[src/rtl/lsa_pkg.sv]
package lsa_pkg;

    typedef enum logic [1:0] {
        SZ_BYTE = 2'b00,
        SZ_HALF = 2'b01,
        SZ_WORD = 2'b10,
        SZ_BAD  = 2'b11
    } acc_size_e;

    // Width of an access in bytes; zero marks the illegal code.
    function automatic int unsigned size_bytes(acc_size_e s);
        case (s)
            SZ_BYTE: return 1;
            SZ_HALF: return 2;
            SZ_WORD: return 4;
            default: return 0;
        endcase
    endfunction

endpackage

[src/rtl/lsa_align_check.sv]
module lsa_align_check
    import lsa_pkg::*;
#(
    parameter int OFF_W = 2
) (
    input  acc_size_e        size,
    input  logic [OFF_W-1:0] off,
    output logic             trap
);
    always_comb begin
        case (size)
            SZ_BYTE: trap = 1'b0;
            SZ_HALF: trap = off[0];
            SZ_WORD: trap = |off;
            default: trap = 1'b1;
        endcase
    end
endmodule

[src/rtl/lsa_load_extract.sv]
module lsa_load_extract
    import lsa_pkg::*;
#(
    parameter int DATA_W = 32,
    parameter int LANES  = DATA_W / 8,
    parameter int OFF_W  = $clog2(LANES)
) (
    input  logic [DATA_W-1:0] rdata,
    input  acc_size_e         size,
    input  logic              zext,
    input  logic [OFF_W-1:0]  off,
    input  logic              trap,
    output logic [DATA_W-1:0] result
);
    logic [DATA_W-1:0] shifted;

    always_comb begin
        int sh;
        sh = (LANES - int'(off) - int'(size_bytes(size))) * 8;
        if (sh < 0) sh = 0;
        shifted = rdata >> sh;
    end

    always_comb begin
        result = '0;
        if (!trap) begin
            case (size)
                SZ_BYTE: result = zext ? {{(DATA_W-8){1'b0}}, shifted[7:0]}
                                       : {{(DATA_W-8){shifted[7]}}, shifted[7:0]};
                SZ_HALF: result = zext ? {{(DATA_W-16){1'b0}}, shifted[15:0]}
                                       : {{(DATA_W-16){shifted[15]}}, shifted[15:0]};
                SZ_WORD: result = shifted;
                default: result = '0;
            endcase
        end
    end
endmodule

[src/rtl/lsa_store_place.sv]
module lsa_store_place
    import lsa_pkg::*;
#(
    parameter int DATA_W = 32,
    parameter int LANES  = DATA_W / 8,
    parameter int OFF_W  = $clog2(LANES)
) (
    input  logic [DATA_W-1:0] src,
    input  acc_size_e         size,
    input  logic [OFF_W-1:0]  off,
    input  logic              st_req,
    input  logic              trap,
    output logic [DATA_W-1:0] wdata,
    output logic [LANES-1:0]  be
);
    // Lane index that holds the byte at the addressed offset.
    logic [OFF_W-1:0] tgt_lane;
    assign tgt_lane = OFF_W'(LANES - 1) - off;

    for (genvar i = 0; i < LANES; i++) begin : g_lane
        localparam logic [OFF_W-1:0] LI = OFF_W'(i);
        logic hit;

        always_comb begin
            case (size)
                SZ_BYTE: wdata[8*i +: 8] = src[7:0];
                SZ_HALF: wdata[8*i +: 8] = src[8*(i%2) +: 8];
                default: wdata[8*i +: 8] = src[8*i +: 8];
            endcase
        end

        always_comb begin
            case (size)
                SZ_BYTE: hit = (LI == tgt_lane);
                SZ_HALF: hit = (LI[OFF_W-1:1] == tgt_lane[OFF_W-1:1]);
                SZ_WORD: hit = 1'b1;
                default: hit = 1'b0;
            endcase
        end

        assign be[i] = hit & st_req & ~trap;
    end
endmodule

[src/rtl/lsa_unit.sv]
module lsa_unit
    import lsa_pkg::*;
#(
    parameter int DATA_W = 32,
    localparam int LANES = DATA_W / 8,
    localparam int OFF_W = $clog2(LANES)
) (
    input  logic [1:0]        req_size,
    input  logic              load_unsigned,
    input  logic [OFF_W-1:0]  addr_lo,
    input  logic              store_req,
    input  logic [DATA_W-1:0] store_src,
    input  logic [DATA_W-1:0] mem_rdata,
    output logic [DATA_W-1:0] load_result,
    output logic [DATA_W-1:0] mem_wdata,
    output logic [LANES-1:0]  mem_be,
    output logic              align_trap
);
    acc_size_e sz;
    logic      trap;

    assign sz = acc_size_e'(req_size);

    lsa_align_check #(.OFF_W(OFF_W)) u_chk (
        .size (sz),
        .off  (addr_lo),
        .trap (trap)
    );

    lsa_load_extract #(.DATA_W(DATA_W), .LANES(LANES), .OFF_W(OFF_W)) u_ld (
        .rdata  (mem_rdata),
        .size   (sz),
        .zext   (load_unsigned),
        .off    (addr_lo),
        .trap   (trap),
        .result (load_result)
    );

    lsa_store_place #(.DATA_W(DATA_W), .LANES(LANES), .OFF_W(OFF_W)) u_st (
        .src    (store_src),
        .size   (sz),
        .off    (addr_lo),
        .st_req (store_req),
        .trap   (trap),
        .wdata  (mem_wdata),
        .be     (mem_be)
    );

    assign align_trap = trap;
endmodule

[config.mk]
export PLATFORM = sky130hd
export DESIGN_NAME = lsa_unit
export DESIGN_NICKNAME = d
export VERILOG_FILES = /design/src/rtl/lsa_pkg.sv /design/src/rtl/lsa_align_check.sv /design/src/rtl/lsa_load_extract.sv /design/src/rtl/lsa_store_place.sv /design/src/rtl/lsa_unit.sv
export SDC_FILE = /design/constraint.sdc
export NUM_CORES = 1
export LEC_CHECK = 0
export CORE_MARGIN = 2
export CORE_UTILIZATION = 35
export DETAILED_ROUTE_END_ITERATION = 6
export GPL_TIMING_DRIVEN = 0
export PLACE_DENSITY = 0.9
export SETUP_SLACK_MARGIN = 0.02
export SLEW_MARGIN = 10
export SYNTH_ARGS = -nofsm -noshare
export SYNTH_HDL_FRONTEND = slang
export SYNTH_SLANG_ARGS = --single-unit
[constraint.sdc]
create_clock -name vclk -period 8.7
set_input_delay 1.74 -clock vclk [all_inputs]
set_output_delay 1.74 -clock vclk [all_outputs]
set_load 0.005 [all_outputs]
==> reports/results.ini, run 1 <==
[placed_design]
place_hpwl_mm=5.219
gp_congestion=0.8972
place_area_um2=2958
pre_cts_slack_ns=1.178
io_buffers=138

[yosys]
ys.warnings.count=0
syn_inst=217
synthDistinctLibCells=36
syn-cell-area_um2=1514
syn_avg_cell_area_um2=6.977
ys_seq_area_share_pct=0
syn-num-nets=297

[sta]
fin_ws_ns=1.206
whs_ns=4.323
rsz0062_at_grt=no
slew-limit-headroom_pct=30.73
hold_viol=0
setup_tns_ns=0
max_freq_mhz=133.4
finalCriticalPeriod_ns=7.494
setup_violations=0
period_share_pct=86.14
maxSlewViolCount=0
tightest_slew_ns=1.037

[global_routing]
overflow=0
grt_max_degree=11
antenna_found_initial=0
track_usage_pct=24.46
grt_pass1_vias=2162
grt_pass1_wl_mm=10.05

[setup_path]
crit_required_ns=6.96
cp-end-kind=output pin
critPathLaunchType=input port
critPathKind=input port to output pin
arrival_ns=5.75
critPathMaxFanout=10

[clocking]
hold_buffers=0
post_cts_buffers=0
cts-resized-gates=0

[drt]
wl_per_cell_um=15.62
via_per_inst=5.375
drt_first_pass_iters=4
final_antenna_net_count=0
drc=0
drt-total-wl_mm=6.325
drt-initial-drc-count=184
vias=2177

[floorplan]
ios=139
start_util_pct=37.05
die_area_um2=4868
core_um2=4086
die_y_um=69.77
fp-row-count=23
dieWidth_um=69.77

[cells_and_area]
drive_gt1_share_pct=11.83
antennaDiodeCount=0
multiInputGateArea_um2=1324
mostFrequentLayoutCells=138 x clkdlybuf4s50_1, 37 x nand2_1, 24 x mux2i_1
nNetsFinal=437
area_growth_pct=95.37
fill_cells=326
fin_area_um2=2958
final_common_cell=clkdlybuf4s50_1
nFlopsAndLatches=0
regArea_um2=0
n_clock_buffer=0

[min_path]
hold_class=input port to output pin

[pwr]
leakagePower_uw=0.001223
finalPower_uw=202.9
power.density_nw_per_um2=68.59
peakVddDrop_uv=43.83

[outcome]
outcome=finished clean

[flow_run]
maxCapViolations=0

-- synthesized netlist by cell type, types with 3 or more instances --
master	number	area (um2)
buf_2	5	25.02
mux2_2	16	180.2
buf_4	9	67.56
o21ai_0	21	105.1
mux2i_1	24	240.2
nand3_1	7	35.03
buf_6	4	45.04
a211oi_1	15	112.6
clkbuf_1	5	18.77
inv_1	7	26.28
nor2_1	7	26.28
a21oi_1	13	65.06
nand2_1	37	138.9
ha_1	8	100.1
and2_0	7	43.79
o21bai_1	4	30.03
o21ai_1	3	15.01
-- final timing paths --
check	startpoint	to	slack [ns]	depth (start not counted)
setup / recovery	req_size[1]	load_result[27]	1.21	11
hold / removal	req_size[0]	mem_wdata[29]	4.32	4
-- power by group --
part           total (uW)  switching (uW)  internal (uW)  leakage (uW)
registers               0               0              0             0
logic                 203            86.3            117       0.00122
clock network           0               0              0             0
-- area by class of cell --
type	instances	area share, %
Buffer	25	5.541
Inverter	7	0.8883
Tap cell	50	2.115
Multi-Input combinational cell	185	44.75
Timing Repair Buffer	138	46.70
-- critical path, cell delays in order --
cell and delay, ns:
clkdlybuf4s50_1 0.57, nor2_1 0.10, buf_1 0.28, ha_1 0.31, fa_1 0.38, fa_1 0.55
a31oi_1 0.11, a2111oi_2 0.94, nand2_1 0.13, nand2_1 0.13, clkdlybuf4s50_1 0.50
-- per-layer routing --
| metal | vias to the layer above | share of wire, % | GRT usage [%] |
|---|---|---|---|
| met5 | - | 0 | 0 |
| met4 | 0 | 0.74 | 3.846 |
| met3 | 6 | 9.6 | 4.215 |
| met2 | 125 | 52 | 49.31 |
| met1 | 996 | 38 | 26.42 |
| li1 | 1050 | - | - |
-- cells by family (layout without fill, tap and decap cells) --
family,count (synthesis),in the layout,synth area share (%)
AND/OR/NAND/NOR,69,69,22.07
AO/OA/AOI/OAI,66,66,28.35
multiplexers,40,40,27.77
buffers and inverters,32,170,12.56
adder cells (fa/ha/maj),10,10,9.257
-- through the flow --
step / util, % / std cells
floorplan: - / 217
CTS: 72.38 / 405
global placement: 72.38 / 405
global route: 72.38 / 405
finish: 72.38 / 405
detailed placement: 72.38 / 405
(Power assumes the default switching activity.)
==> run 2, diff against run 1 <==
- CORE_MARGIN: 2 -> 5
- CORE_UTILIZATION: 35 -> 25
- PLACE_DENSITY: 0.9 -> 0.68
==> run 2 against run 1 <==
Net effect:
- via count is 2.5% lower
- non-clock buffer count stayed put
- wire length is 2.6% higher
- cell area is 1.1% higher
- critical path depth is 2 higher
- sequential share of layout area stayed put
- setup slack better by 0.056 ns
- clock-buffer cell count stayed put
- final cell count is 6.2% higher
- combinational power hardly changed
- worst hold slack better by 0.010 ns
==> reports/results.ini, run 2 (synthesis gave the netlist of run 1 again) <==
[outcome]
outcome=finished clean  ; unchanged

[cells_and_area]
multiInputGateArea_um2=1324  ; unchanged
nFlopsAndLatches=0  ; unchanged
drive_gt1_share_pct=11.83  ; unchanged
fin_area_um2=2989  ; was 2958 um2
area_growth_pct=97.44  ; was 95.37%
regArea_um2=0  ; unchanged
antennaDiodeCount=0  ; unchanged
n_clock_buffer=0  ; unchanged
mostFrequentLayoutCells=138 x clkdlybuf4s50_1, 37 x nand2_1, 24 x mux2i_1  ; unchanged
fill_cells=592  ; was 326
final_common_cell=clkdlybuf4s50_1  ; unchanged
nNetsFinal=437  ; unchanged

[placed_design]
place_hpwl_mm=5.522  ; was 5.219 mm
place_area_um2=2989  ; was 2958 um2
io_buffers=138  ; unchanged
pre_cts_slack_ns=1.233  ; was 1.178 ns
gp_congestion=0.7678  ; was 0.8972

[floorplan]
die_y_um=87.82  ; was 69.77 um
ios=139  ; unchanged
start_util_pct=25.57  ; was 37.05%
core_um2=5921  ; was 4086 um2
dieWidth_um=87.82  ; was 69.77 um
die_area_um2=7712  ; was 4868 um2
fp-row-count=28  ; was 23

[setup_path]
arrival_ns=5.70  ; was 5.75 ns
critPathMaxFanout=10  ; unchanged
critPathKind=input port to output pin  ; unchanged
cp-end-kind=output pin  ; unchanged
critPathLaunchType=input port  ; unchanged
crit_required_ns=6.96  ; about the same

[sta]
setup_violations=0  ; unchanged
setup_tns_ns=0  ; unchanged
max_freq_mhz=134.5  ; was 133.4 MHz
rsz0062_at_grt=no  ; unchanged
tightest_slew_ns=1.016  ; was 1.037 ns
whs_ns=4.333  ; was 4.323 ns
finalCriticalPeriod_ns=7.438  ; was 7.494 ns
fin_ws_ns=1.262  ; was 1.206 ns
slew-limit-headroom_pct=32.14  ; was 30.73%
period_share_pct=85.49  ; was 86.14%
maxSlewViolCount=0  ; unchanged
hold_viol=0  ; unchanged

[drt]
final_antenna_net_count=0  ; unchanged
drt-total-wl_mm=6.488  ; was 6.325 mm
via_per_inst=4.937  ; was 5.375
wl_per_cell_um=15.09  ; was 15.62 um
drc=0  ; unchanged
vias=2123  ; was 2177
drt-initial-drc-count=79  ; was 184
drt_first_pass_iters=4  ; unchanged

[global_routing]
grt_pass1_wl_mm=10.32  ; was 10.05 mm
track_usage_pct=16.12  ; was 24.46%
grt_pass1_vias=2209  ; was 2162
grt_max_degree=11  ; unchanged
overflow=0  ; unchanged
antenna_found_initial=0  ; unchanged

[pwr]
leakagePower_uw=0.001223  ; unchanged
peakVddDrop_uv=28.87  ; was 43.83 uV
power.density_nw_per_um2=67.65  ; was 68.59 nW/um2

[clocking]
cts-resized-gates=0  ; unchanged
hold_buffers=0  ; unchanged
post_cts_buffers=0  ; unchanged

[flow_run]
maxCapViolations=0  ; unchanged

[min_path]
hold_class=input port to output pin  ; unchanged

==> run 2: cell counts in the layout (fill, tap and decap cells not counted) <==
No cell type changed its count.
==> run 2: routing by layer <==
layer / vias to the layer above / global-route usage (%) / share of wire (%)
met5: - / 0 / 0
met1: 961 / 19.07 / 39
li1: 1051 / - / -
met4: 0 / 1.953 / 1.4
met2: 103 / 29.93 / 49
met3: 8 / 4.045 / 11
==> run 2: layout make-up <==
cell class                      instances  area share (%)
Buffer                                 25           5.483
Timing Repair Buffer                  138           46.21
Multi-Input combinational cell        185           44.29
Tap cell                               75           3.139
Inverter                                7          0.8790
==> run 2: power by group <==
| group | switching, uW | internal, uW | leakage [uW] |
|---|---|---|---|
| clock | 0 | 0 | 0 |
| combinational | 85.8 | 116 | 0.00122 |
| sequential | 0 | 0 | 0 |
==> run 2: worst paths after layout <==
kind  slack [ns]  cells past startpoint               to         from
max         1.26                     13  load_result[14]  req_size[1]
min         4.33                      4    mem_wdata[29]  req_size[0]
==> run 2: worst max-delay path, stage by stage <==
cell and delay (ns):
clkdlybuf4s50_1 0.59, nor2_1 0.09, buf_1 0.28, ha_1 0.31
fa_1 0.38, fa_1 0.41, buf_6 0.16, nor2_2 0.35
a211o_1 0.21, and4b_4 0.28, nand2_1 0.17, a21oi_1 0.19
clkdlybuf4s50_1 0.53
==> run 2: through the flow <==
step	total power, uW	utilization (%)	std cells
after detailed placement	203.0	50.49	430
after global routing	221.5	50.49	430
after CTS	204.3	50.49	430
final	202.2	50.49	430
after global placement	201.8	50.49	430
after floorplan	97.24	-	217
==> run 3, diff against run 2 <==
- PLACE_DENSITY: 0.68 -> 0.69
- SYNTH_HIERARCHICAL: unset -> 1
==> run 3 against run 2 <==
Net effect:
- largest cell class unchanged
- largest power group unchanged
- critical endpoint is now load_result[24]
- sequential cell count did not move
- maximum frequency fell by 2.7%
- combinational power rose by 2%
- via count grew 3.9%
- wire length increased by 16%
- die area up 3.9%
- clock-buffer cell count is the same
- power up 2.2%
- worst hold slack better by 0.11 ns
==> reports/results.ini, run 3 <==
[setup_path]
crit_required_ns=6.96  ; about the same
critPathMaxFanout=11  ; was 10
critPathKind=input port to output pin  ; unchanged
arrival_ns=5.91  ; was 5.70 ns
critPathLaunchType=input port  ; unchanged
cp-end-kind=output pin  ; unchanged

[sta]
maxSlewViolCount=0  ; unchanged
slew-limit-headroom_pct=59.67  ; was 32.14%
period_share_pct=87.89  ; was 85.49%
rsz0062_at_grt=no  ; unchanged
max_freq_mhz=130.8  ; was 134.5 MHz
whs_ns=4.445  ; was 4.333 ns
tightest_slew_ns=0.6049  ; was 1.016 ns
finalCriticalPeriod_ns=7.646  ; was 7.438 ns
hold_viol=0  ; unchanged
setup_tns_ns=0  ; unchanged
setup_violations=0  ; unchanged
fin_ws_ns=1.054  ; was 1.262 ns

[pwr]
p_seq_share_pct=0  ; about the same
peakVddDrop_uv=42.54  ; was 28.87 uV
switching_share_pct=42.58  ; was 42.42%
comb_power_share_pct=100.0  ; about the same
power.internal_uw=118.6  ; was 116.4 uW
power.density_nw_per_um2=67.31  ; was 67.65 nW/um2
power.switching_uw=87.95  ; was 85.78 uW
pwr-share-clk_pct=0  ; about the same
leakagePower_uw=0.001235  ; was 0.001223 uW

[yosys]
ys.warnings.count=6  ; was 0
syn_avg_cell_area_um2=7.603  ; was 6.977 um2
syn-num-nets=284  ; was 297
synth_common_cells=34 x nand2_1, 23 x a21oi_1, 16 x mux2_2, 12 x nor2_1, 11 x buf_4  ; was 37 x nand2_1, 24 x mux2i_1, 21 x o21ai_0, 16 x mux2_2, 15 x a211oi_1
ys_seq_area_share_pct=0  ; unchanged
synth_most_common_cell=nand2_1  ; unchanged
syn-cell-area_um2=1582  ; was 1514 um2
yosysTopAreaCell=mux2_2  ; was mux2i_1
synthDistinctLibCells=36  ; unchanged
synth_area_leaders=mux2_2 11%, mux4_2 8.5%, nand2_1 8.1%  ; was mux2i_1 16%, mux2_2 12%, nand2_1 9.2%
netlist.area_leader.share_pct=11.39  ; was 15.87%
syn_inst=208  ; was 217

[drt]
final_antenna_net_count=0  ; unchanged
drt_first_pass_iters=6  ; was 4
via_per_inst=5.203  ; was 4.937
wl_per_cell_um=17.72  ; was 15.09 um
drt-initial-drc-count=205  ; was 79
vias=2206  ; was 2123
drt-total-wl_mm=7.513  ; was 6.488 mm
drc=0  ; unchanged

[floorplan]
start_util_pct=25.34  ; was 25.57%
dieWidth_um=89.54  ; was 87.82 um
die_area_um2=8017  ; was 7712 um2
ios=139  ; unchanged
fp-row-count=29  ; was 28
core_um2=6241  ; was 5921 um2
die_y_um=89.54  ; was 87.82 um

[placed_design]
pre_cts_slack_ns=1.082  ; was 1.233 ns
gp_congestion=0.8431  ; was 0.7678
place_hpwl_mm=6.280  ; was 5.522 mm
io_buffers=139  ; was 138

[global_routing]
track_usage_pct=17.44  ; was 16.12%
grt_pass1_wl_mm=11.25  ; was 10.32 mm
grt_pass1_vias=2220  ; was 2209
grt_max_degree=12  ; was 11
overflow=0  ; unchanged
antenna_found_initial=0  ; unchanged

[cells_and_area]
multiInputGateArea_um2=1384  ; was 1324 um2
drive_gt1_share_pct=14.12  ; was 11.83%
nFlopsAndLatches=0  ; unchanged
area_growth_pct=94.07  ; was 97.44%
n_clock_buffer=0  ; unchanged
fill_cells=619  ; was 592
nNetsFinal=425  ; was 437
regArea_um2=0  ; unchanged
antennaDiodeCount=0  ; unchanged
mostFrequentLayoutCells=139 x clkdlybuf4s50_1, 34 x nand2_1, 23 x a21oi_1  ; was 138 x clkdlybuf4s50_1, 37 x nand2_1, 24 x mux2i_1
final_common_cell=clkdlybuf4s50_1  ; unchanged

[clocking]
post_cts_buffers=0  ; unchanged
cts-resized-gates=0  ; unchanged
hold_buffers=0  ; unchanged

[flow_run]
maxCapViolations=0  ; unchanged

[min_path]
hold_class=input port to output pin  ; unchanged

[outcome]
outcome=finished clean  ; unchanged

run 3: area by class of cell:
class                      count  share of cell area, %
multi-input combinational    176                  45.09
tap                           77                  3.139
buffer                        23                  5.340
timing repair buffer         139                  45.33
inverter                       9                  1.101
run 3: kinds of logic (layout without fill, tap and decap cells):
| family | after synthesis | in the layout | synth area share [%] |
|---|---|---|---|
| multiplexers | 32 | 32 | 28.32 |
| adder cells (fa/ha/maj) | 6 | 6 | 5.696 |
| AO/OA/AOI/OAI | 71 | 71 | 31.33 |
| buffers and inverters | 32 | 171 | 12.50 |
| AND/OR/NAND/NOR | 67 | 67 | 22.15 |
run 3: stage by stage:
step	utilization [%]	std cells	cell area (um2)	total power (uW)
after floorplan	-	208	1582	103.8
final	49.18	424	3069	206.6
after global routing	49.18	424	3069	222.4
after global placement	49.18	424	3069	203.1
after detailed placement	49.18	424	3069	205.7
after CTS	49.18	424	3069	207.0
run 3: worst paths after layout:
| kind | start | to | cells after the start | slack [ns] |
|---|---|---|---|---|
| max | req_size[0] | load_result[24] | 12 | 1.05 |
| min | store_src[31] | mem_wdata[31] | 4 | 4.44 |
run 3: critical path, cell delays in order:
cell and delay, ns:
clkdlybuf4s50_1 0.80, nor2_1 0.20, ha_1 0.26, fa_1 0.42
fa_1 0.53, nor2_4 0.27, mux4_2 0.59, nand4_4 0.20
o31a_4 0.22, buf_6 0.14, a21oi_1 0.07, clkdlybuf4s50_1 0.47
run 3: metal layers:
| metal | track usage, % | part of all wire (%) |
|---|---|---|
| met1 | 22.33 | 40 |
| met2 | 30.81 | 51 |
| met5 | 0 | 0 |
| met4 | 3.924 | 2.8 |
| met3 | 2.488 | 6.2 |
run 3: power groups by stage:
stage | clock network (uW) | logic [uW] | registers (uW)
final | 0 | 207 | 0
after global routing | 0 | 222 | 0
after CTS | 0 | 207 | 0
after detailed placement | 0 | 206 | 0
after global placement | 0 | 203 | 0
after floorplan | 0 | 104 | 0
